**src/rtl/clksyn_regs_pkg.sv**
```systemverilog
package clksyn_regs_pkg;
  localparam int unsigned DW    = 8;
  localparam int unsigned RW_N  = 8;
  localparam int unsigned AW    = $clog2(RW_N);
  localparam logic [5:0]  DEV_ID_HI  = 6'b010011;
  localparam logic [DW-1:0] CMD_ADDR   = 8'h08;
  localparam logic [DW-1:0] COMMIT_KEY = 8'h5A;
  localparam logic [DW-1:0] REV_ADDR   = 8'h11;
  localparam logic [DW-1:0] STAT_ADDR  = 8'h12;
  localparam logic [DW-1:0] REV_VAL    = 8'h01;
  // locations held pending until commit
  localparam logic [RW_N-1:0] SHADOW_MASK = 8'b0010_1110;

  typedef enum logic [2:0] {
    S_IDLE, S_ADDR, S_AACK, S_RX, S_RACK, S_TX, S_TACK
  } bus_state_e;

  function automatic logic [DW-1:0] rw_reset(input int unsigned idx);
    case (idx)
      0:       return 8'h41;
      5:       return 8'h01;
      default: return 8'h00;
    endcase
  endfunction

  // advance inside the 16-location page
  function automatic logic [DW-1:0] ptr_next(input logic [DW-1:0] p);
    return {p[DW-1:4], p[3:0] + 4'd1};
  endfunction
endpackage

```
**src/rtl/clksyn_bus_sync.sv**
```systemverilog
module clksyn_bus_sync #(
  parameter int unsigned STAGES = 2
) (
  input  logic clk_i,
  input  logic rst_ni,
  input  logic scl_i,
  input  logic sda_i,
  output logic sda_o,
  output logic scl_rise_o,
  output logic scl_fall_o,
  output logic start_o,
  output logic stop_o
);
  logic [STAGES-1:0] scl_sr, sda_sr;
  logic scl_d, sda_d, scl_s;

  always_ff @(posedge clk_i or negedge rst_ni) begin
    if (!rst_ni) begin
      scl_sr <= '1;
      sda_sr <= '1;
      scl_d  <= 1'b1;
      sda_d  <= 1'b1;
    end else begin
      scl_sr <= {scl_sr[STAGES-2:0], scl_i};
      sda_sr <= {sda_sr[STAGES-2:0], sda_i};
      scl_d  <= scl_sr[STAGES-1];
      sda_d  <= sda_sr[STAGES-1];
    end
  end

  assign scl_s      = scl_sr[STAGES-1];
  assign sda_o      = sda_sr[STAGES-1];
  assign scl_rise_o = scl_s & ~scl_d;
  assign scl_fall_o = ~scl_s & scl_d;
  assign start_o    = scl_s & scl_d & sda_d & ~sda_o;
  assign stop_o     = scl_s & scl_d & ~sda_d & sda_o;
endmodule

```
**src/rtl/clksyn_bus_fsm.sv**
```systemverilog
module clksyn_bus_fsm
  import clksyn_regs_pkg::*;
(
  input  logic          clk_i,
  input  logic          rst_ni,
  input  logic          sda_i,
  input  logic          scl_rise_i,
  input  logic          scl_fall_i,
  input  logic          start_i,
  input  logic          stop_i,
  input  logic          addr_sel_i,
  input  logic [DW-1:0] rd_data_i,
  output logic          sda_oe_o,
  output logic          ptr_ld_o,
  output logic          wr_stb_o,
  output logic          rd_adv_o,
  output logic [DW-1:0] byte_o
);
  bus_state_e    st_q;
  logic [DW-1:0] sh_q, tx_q;
  logic [3:0]    cnt_q;
  logic          first_q, oe_q, ptr_ld_q, wr_stb_q, rd_adv_q;
  logic          addr_hit;

  assign addr_hit = (sh_q[7:1] == {DEV_ID_HI, addr_sel_i});

  always_ff @(posedge clk_i or negedge rst_ni) begin
    if (!rst_ni) begin
      st_q     <= S_IDLE;
      sh_q     <= '0;
      tx_q     <= '0;
      cnt_q    <= '0;
      first_q  <= 1'b0;
      oe_q     <= 1'b0;
      ptr_ld_q <= 1'b0;
      wr_stb_q <= 1'b0;
      rd_adv_q <= 1'b0;
    end else begin
      ptr_ld_q <= 1'b0;
      wr_stb_q <= 1'b0;
      rd_adv_q <= 1'b0;
      if (start_i) begin
        st_q  <= S_ADDR;
        cnt_q <= '0;
        oe_q  <= 1'b0;
      end else if (stop_i) begin
        st_q <= S_IDLE;
        oe_q <= 1'b0;
      end else begin
        case (st_q)
          S_ADDR, S_RX: begin
            if (scl_rise_i) begin
              sh_q  <= {sh_q[6:0], sda_i};
              cnt_q <= cnt_q + 4'd1;
            end else if (scl_fall_i && cnt_q == 4'd8) begin
              cnt_q <= '0;
              if (st_q == S_ADDR) begin
                if (addr_hit) begin
                  st_q <= S_AACK;
                  oe_q <= 1'b1;
                end else begin
                  st_q <= S_IDLE;
                end
              end else begin
                st_q     <= S_RACK;
                oe_q     <= 1'b1;
                ptr_ld_q <= first_q;
                wr_stb_q <= ~first_q;
                first_q  <= 1'b0;
              end
            end
          end
          S_AACK: if (scl_fall_i) begin
            if (sh_q[0]) begin
              st_q     <= S_TX;
              tx_q     <= rd_data_i;
              oe_q     <= ~rd_data_i[7];
              rd_adv_q <= 1'b1;
            end else begin
              st_q    <= S_RX;
              oe_q    <= 1'b0;
              first_q <= 1'b1;
            end
          end
          S_RACK: if (scl_fall_i) begin
            st_q <= S_RX;
            oe_q <= 1'b0;
          end
          S_TX: if (scl_fall_i) begin
            if (cnt_q == 4'd7) begin
              cnt_q <= '0;
              oe_q  <= 1'b0;
              st_q  <= S_TACK;
            end else begin
              cnt_q <= cnt_q + 4'd1;
              tx_q  <= {tx_q[6:0], 1'b0};
              oe_q  <= ~tx_q[6];
            end
          end
          S_TACK: begin
            if (scl_rise_i && sda_i) begin
              st_q <= S_IDLE;   // master NACK ends the read
            end else if (scl_fall_i) begin
              st_q     <= S_TX;
              tx_q     <= rd_data_i;
              oe_q     <= ~rd_data_i[7];
              rd_adv_q <= 1'b1;
            end
          end
          default: ;
        endcase
      end
    end
  end

  assign sda_oe_o = oe_q;
  assign ptr_ld_o = ptr_ld_q;
  assign wr_stb_o = wr_stb_q;
  assign rd_adv_o = rd_adv_q;
  assign byte_o   = sh_q;
endmodule

```
**src/rtl/clksyn_reg_core.sv**
```systemverilog
module clksyn_reg_core
  import clksyn_regs_pkg::*;
(
  input  logic          clk_i,
  input  logic          rst_ni,
  input  logic          ptr_ld_i,
  input  logic          wr_stb_i,
  input  logic          rd_adv_i,
  input  logic [DW-1:0] byte_i,
  input  logic          lock_i,
  output logic [DW-1:0] rd_data_o,
  output logic [7:0]    ctrl_o,
  output logic [7:0]    loop_cfg_o,
  output logic [11:0]   fb_div_o,
  output logic [7:0]    trig_cfg_o,
  output logic          out_en_o,
  output logic          loop_rst_o
);
  logic [DW-1:0] ptr_q;
  logic [DW-1:0] rw_v  [RW_N];
  logic [DW-1:0] act_v [RW_N];
  logic [1:0]    lock_sr;
  logic          in_rw, wr_rw, commit, commit_q;

  assign in_rw  = (ptr_q[DW-1:AW] == '0);
  assign wr_rw  = wr_stb_i & in_rw;
  assign commit = wr_stb_i && ptr_q == CMD_ADDR && byte_i == COMMIT_KEY;

  for (genvar i = 0; i < RW_N; i++) begin : g_cell
    logic [DW-1:0] q;
    always_ff @(posedge clk_i or negedge rst_ni) begin
      if (!rst_ni) q <= rw_reset(i);
      else if (wr_rw && ptr_q[AW-1:0] == AW'(i)) q <= byte_i;
    end
    assign rw_v[i] = q;
    if (SHADOW_MASK[i]) begin : g_pend
      logic [DW-1:0] a;
      always_ff @(posedge clk_i or negedge rst_ni) begin
        if (!rst_ni) a <= rw_reset(i);
        else if (commit) a <= q;
      end
      assign act_v[i] = a;
    end else begin : g_live
      assign act_v[i] = q;
    end
  end

  always_ff @(posedge clk_i or negedge rst_ni) begin
    if (!rst_ni) begin
      ptr_q    <= '0;
      commit_q <= 1'b0;
      lock_sr  <= '0;
    end else begin
      commit_q <= commit;
      lock_sr  <= {lock_sr[0], lock_i};
      if (ptr_ld_i) ptr_q <= byte_i;
      else if (wr_stb_i || rd_adv_i) ptr_q <= ptr_next(ptr_q);
    end
  end

  always_comb begin
    rd_data_o = '0;
    if (in_rw) rd_data_o = rw_v[ptr_q[AW-1:0]];
    else if (ptr_q == REV_ADDR) rd_data_o = REV_VAL;
    else if (ptr_q == STAT_ADDR) rd_data_o = {6'b0, lock_sr[1], 1'b0};
  end

  assign ctrl_o     = act_v[0];
  assign loop_cfg_o = act_v[1];
  assign fb_div_o   = {act_v[3][3:0], act_v[2]};
  assign trig_cfg_o = act_v[5];
  assign out_en_o   = act_v[6][1];
  assign loop_rst_o = commit_q;
endmodule

```
**src/rtl/clksyn_i2c_regbank.sv**
```systemverilog
module clksyn_i2c_regbank
  import clksyn_regs_pkg::*;
#(
  parameter int unsigned SYNC_STAGES = 2
) (
  input  logic        clk_i,
  input  logic        rst_ni,
  input  logic        scl_i,
  input  logic        sda_i,
  output logic        sda_oe_o,
  input  logic        addr_sel_i,
  input  logic        lock_i,
  output logic [7:0]  ctrl_o,
  output logic [7:0]  loop_cfg_o,
  output logic [11:0] fb_div_o,
  output logic [7:0]  trig_cfg_o,
  output logic        out_en_o,
  output logic        loop_rst_o
);
  logic sda_s, scl_rise, scl_fall, start_det, stop_det;
  logic ptr_ld, wr_stb, rd_adv;
  logic [DW-1:0] bus_byte, rd_data;

  clksyn_bus_sync #(.STAGES(SYNC_STAGES)) u_sync (
    .clk_i      (clk_i),
    .rst_ni     (rst_ni),
    .scl_i      (scl_i),
    .sda_i      (sda_i),
    .sda_o      (sda_s),
    .scl_rise_o (scl_rise),
    .scl_fall_o (scl_fall),
    .start_o    (start_det),
    .stop_o     (stop_det)
  );

  clksyn_bus_fsm u_fsm (
    .clk_i      (clk_i),
    .rst_ni     (rst_ni),
    .sda_i      (sda_s),
    .scl_rise_i (scl_rise),
    .scl_fall_i (scl_fall),
    .start_i    (start_det),
    .stop_i     (stop_det),
    .addr_sel_i (addr_sel_i),
    .rd_data_i  (rd_data),
    .sda_oe_o   (sda_oe_o),
    .ptr_ld_o   (ptr_ld),
    .wr_stb_o   (wr_stb),
    .rd_adv_o   (rd_adv),
    .byte_o     (bus_byte)
  );

  clksyn_reg_core u_core (
    .clk_i      (clk_i),
    .rst_ni     (rst_ni),
    .ptr_ld_i   (ptr_ld),
    .wr_stb_i   (wr_stb),
    .rd_adv_i   (rd_adv),
    .byte_i     (bus_byte),
    .lock_i     (lock_i),
    .rd_data_o  (rd_data),
    .ctrl_o     (ctrl_o),
    .loop_cfg_o (loop_cfg_o),
    .fb_div_o   (fb_div_o),
    .trig_cfg_o (trig_cfg_o),
    .out_en_o   (out_en_o),
    .loop_rst_o (loop_rst_o)
  );
endmodule

```
**config.mk**
```make
export PLATFORM = sky130hd
export DESIGN_NAME = clksyn_i2c_regbank
export DESIGN_NICKNAME = d
export VERILOG_FILES = /design/src/rtl/clksyn_regs_pkg.sv /design/src/rtl/clksyn_bus_sync.sv /design/src/rtl/clksyn_bus_fsm.sv /design/src/rtl/clksyn_reg_core.sv /design/src/rtl/clksyn_i2c_regbank.sv
export SDC_FILE = /design/constraint.sdc
export NUM_CORES = 1
export LEC_CHECK = 0
export CAP_MARGIN = 0
export CORE_MARGIN = 3
export CORE_UTILIZATION = 60
export CTS_CLUSTER_DIAMETER = 200
export DETAILED_ROUTE_END_ITERATION = 16
export DONT_BUFFER_PORTS = 1
export PLACE_DENSITY = 0.8
export SKIP_LAST_GASP = 1
export SLEW_MARGIN = 40
export SYNTH_ARGS = -nofsm -noshare
export SYNTH_HDL_FRONTEND = slang
export SYNTH_SLANG_ARGS = --single-unit
```
**constraint.sdc**
```tcl
create_clock -name clk_i -period 5.54 [get_ports clk_i]
set_input_delay 0.554 -clock clk_i [delete_from_list [all_inputs] [get_ports clk_i]]
set_output_delay 0.554 -clock clk_i [all_outputs]
set_load 0.01 [all_outputs]
```
==> qor.tcl <==
set qor(layout-drive-gt1-share_pct) 38.3
set qor(crit_slowest_cell) {sky130_fd_sc_hd__dfrtp_1}
set qor(die_area_um2) 11600
set qor(clock_tree.root_cell) {sky130_fd_sc_hd__clkbuf_8}
set qor(tritoncts) {yes}
set qor(cts_inserted_buffers) 17
set qor(htree_num_levels) 4
set qor(drt-initial-drc-count) 276
set qor(multi_input_area_um2) 2610
set qor(achievable-frequency_mhz) 395
set qor(worstPathBufferInverterCount) 2
set qor(setup_repair_after_global_routing_missed_its_margin) {false}
set qor(layout_min_cycle_time_ns) 2.53
set qor(synthesized_area_per_cell_um2) 13.4
set qor(postSynth.asyncResetShare_pct) 100
set qor(vdd_drop_max_mv) 0.275
set qor(dr_total_vias) 3778
set qor(max-cap-violations) 0
set qor(outcome) {completed}
set qor(path_delay_family) {buffers and inverters}
set qor(post_synth_edffs) 0
set qor(cp_max_fo) 24
set qor(routabilityCongestion) 0.848
set qor(placement.io_buffers) 0
set qor(fp.dieH_um) 108
set qor(ctsLongestPathBuffers) 2
set qor(final-hold-violation-count) 0
set qor(yosysWarnings) 0
set qor(p_leak_uw) 0.00326
set qor(antenna_found_initial) 0
set qor(worstReg2RegStart) {u_core.ptr_q[2]}
set qor(syn_to_final_growth_pct) 11.6
set qor(critical_path_arrival_ns) 2.93
set qor(final_setup_violation_count) 0
set qor(synth_area_leaders) {sky130_fd_sc_hd__dfrtp_1, sky130_fd_sc_hd__mux2_2, sky130_fd_sc_hd__mux4_2}
set qor(endpoint_type_of_the_worst_setup_path) {flip-flop}
set qor(grt_max_degree) 137
set qor(wirelength_mm) 13.3
set qor(postLayoutCellArea_um2) 6900
set qor(drtPass1Iterations) 5
set qor(final.period_utilization_pct) 45.7
set qor(synthesis.instances) 463
set qor(fin_cells) 608
set qor(grt_pass1_wl_mm) 21.9
set qor(layout.nets) 476
set qor(n_antenna_cell) 0
set qor(synth-seq-area-share_pct) 55.3
set qor(timing.max_slew.rel_slack_pct) 57.2
set qor(post-cts-setup-buffer-count) 0
set qor(startpoint) {u_core.ptr_q[2]}
set qor(filler_cell_count) 666
set qor(dp_cells) 573
set qor(first_global_vias) 4014
set qor(wl_per_cell_um) 21.9
set qor(placement_rows) 36
set qor(yosysTopAreaCell) {sky130_fd_sc_hd__dfrtp_1}
set qor(grt_overall_usage_pct) 25.2
set qor(synth.ff_latch_count) 136
set qor(crit_path_start_kind) {flip-flop}
set qor(floorplan.die.width_um) 108
set qor(worst_case_setup_slack_after_placement_ns) 3.04
set qor(path_cells) {inv_1, nand4_1, nor3_4, buf_4, mux2_2}
set qor(worstHoldPathType) {input pin to async pin}
set qor(dp_hpwl_mm) 8.34
set qor(fin_skew_ns) 0.0101
set qor(post-synth-top-area-fraction_pct) 51.0
set qor(clk_pin_slew_ns) 0.06
set qor(setup_ws_ns) 3.01
set qor(clock_sinks) 136
set qor(placed_area_um2) 6230
set qor(synth_ff_type) {sky130_fd_sc_hd__dfrtp_1}
set qor(crit_required_ns) 5.94
set qor(most_instantiated_library_cell_after_synthesis) {sky130_fd_sc_hd__dfrtp_1}
set qor(cells_resized_by_post_cts_repair) 0
set qor(yosys.cell_types.count) 57
set qor(clk_latency_ns) 0.53
set qor(synth_area_um2) 6180
set qor(holdBufCountCts) 1
set qor(worst-setup-path-type) {flip-flop to flip-flop}
set qor(core_area_um2) 9910
set qor(totalNegativeSetupSlack_ns) 0
set qor(critical-path-max-stage-delay_ns) 0.58
set qor(power_per_cell_area_nw_per_um2) 407
set qor(synth.net_count) 477
set qor(initial_core_utilization_pct) 62.4
set qor(timing_worst_slew_pin_value_ns) 0.641
set qor(remaining_drc_errors) 0
set qor(floorplan.io_pins) 45
set qor(route.antenna.remaining_nets) 0
set qor(total_power_uw) 2810
set qor(sequential_cell_area_um2) 3420
set qor(vias_per_cell) 6.21
set qor(slew_violations) 0
set qor(most_common_library_cells_after_synthesis) {sky130_fd_sc_hd__dfrtp_1, sky130_fd_sc_hd__mux2_2, sky130_fd_sc_hd__nand2_1}
set qor(grt_remaining_overflow) 0
==> cell families after synthesis <==
kind of cell    after synthesis  synth area share (%)
compound gates               56                  5.42
xor+xnor                      4                 0.567
fa+ha+maj                     8                  1.62
buf+inv                      33                  2.53
flops                       136                  55.3
mux                         127                  25.9
simple gates                 99                  8.66
==> sequential cells by signal, indices dropped and copies added, names as in the netlist <==
signal and flops:
u_core.loop_cfg_o 8, u_sync.sda_d 1, u_core.ptr_q 8, u_core.g_cell.q 56
u_fsm.st_q 3, u_sync.scl_sr 2, u_fsm.cnt_q 4, u_fsm.byte_o 8
u_fsm.wr_stb_o 1, u_fsm.sda_oe_o 1, u_core.ctrl_o 8, u_fsm.ptr_ld_o 1
u_fsm.rd_adv_o 1, u_core.trig_cfg_o 8, u_sync.sda_sr 2, u_core.loop_rst_o 1
u_fsm.tx_q 7, u_fsm.first_q 1, u_core.lock_sr 2, u_sync.scl_d 1
u_core.g_cell.g_pend.a 12
==> path summary, 6_finish.rpt <==
| kind | depth (start not counted) | slack [ns] | endpoint |
|---|---|---|---|
| max | 5 | 3.01 | u_core.g_cell[2].g_pend.a[6] |
| min | 1 | 0.004 | u_fsm.byte_o[3] |
| max reg2reg | 5 | 3.01 | u_core.g_cell[2].g_pend.a[6] |
| min reg2reg | 0 | 0.35 | u_core.lock_sr[1] |
| max in group asynchronous | 1 | 5.02 | u_core.ptr_q[1] |
| min in group clk_i | 0 | 0.06 | u_core.lock_sr[0] |
==> power breakdown <==
part	internal, uW	leakage, uW	switching, uW	total, uW
registers	1050	0.00184	221	1280
clock network	705	0.000300	475	1180
logic	172	0.00112	179	350
==> cell type report <==
cell class	count	share of cell area, %
inverter	9	0.490
clock inverter	15	2.92
sequential	136	49.5
timing repair buffer	4	0.798
multi-input combinational	294	37.8
clock buffer	17	6.00
tap	133	2.41
==> layout by cell type (no fill, tap or decap), types with 2 or more instances in the layout <==
master / netlist / layout
sky130_fd_sc_hd__nand2b_1: 2 / 2
sky130_fd_sc_hd__dfstp_2: 10 / 10
sky130_fd_sc_hd__a311oi_1: 2 / 2
sky130_fd_sc_hd__o21ai_1: 3 / 3
sky130_fd_sc_hd__inv_1: 9 / 9
sky130_fd_sc_hd__dfrtp_2: 0 / 2
sky130_fd_sc_hd__nand3_1: 9 / 9
sky130_fd_sc_hd__clkbuf_16: 0 / 16
sky130_fd_sc_hd__nand2_1: 35 / 35
sky130_fd_sc_hd__inv_6: 0 / 6
sky130_fd_sc_hd__o41ai_1: 2 / 2
sky130_fd_sc_hd__mux2i_1: 5 / 5
sky130_fd_sc_hd__dfrtp_1: 126 / 124
sky130_fd_sc_hd__ha_1: 8 / 8
sky130_fd_sc_hd__inv_8: 0 / 3
sky130_fd_sc_hd__mux2_2: 105 / 105
sky130_fd_sc_hd__clkinv_4: 0 / 2
sky130_fd_sc_hd__dlygate4sd3_1: 0 / 2
sky130_fd_sc_hd__nand3_2: 3 / 3
sky130_fd_sc_hd__xnor2_1: 3 / 3
sky130_fd_sc_hd__nor3_1: 7 / 7
sky130_fd_sc_hd__nand2_2: 3 / 3
sky130_fd_sc_hd__and2_1: 3 / 3
sky130_fd_sc_hd__mux4_2: 16 / 16
sky130_fd_sc_hd__o21ai_0: 18 / 18
sky130_fd_sc_hd__a21oi_1: 18 / 18
sky130_fd_sc_hd__o31ai_1: 3 / 3
sky130_fd_sc_hd__nor2_1: 13 / 13
sky130_fd_sc_hd__a22o_1: 2 / 2
sky130_fd_sc_hd__nor2b_1: 6 / 6
sky130_fd_sc_hd__bufinv_16: 0 / 3
==> through the flow <==
step / utilization, % / hold WS (ns)
floorplan: - / 0.258
global placement: 62.9 / 0.265
detailed placement: 62.9 / 0.263
CTS: 69.4 / 0.00106
global route: 69.6 / 0.0296
finish: 69.6 / 0.00442
==> metal layers <==
layer	vias up	track usage, %	share of wire (%)
li1	1673	-	-
met1	1957	32.8	42
met2	118	40.2	51
met3	30	7.44	5.0
met4	0	9.47	2.4
met5	-	0	0
Note: power is estimated with default switching activity, not from simulation.
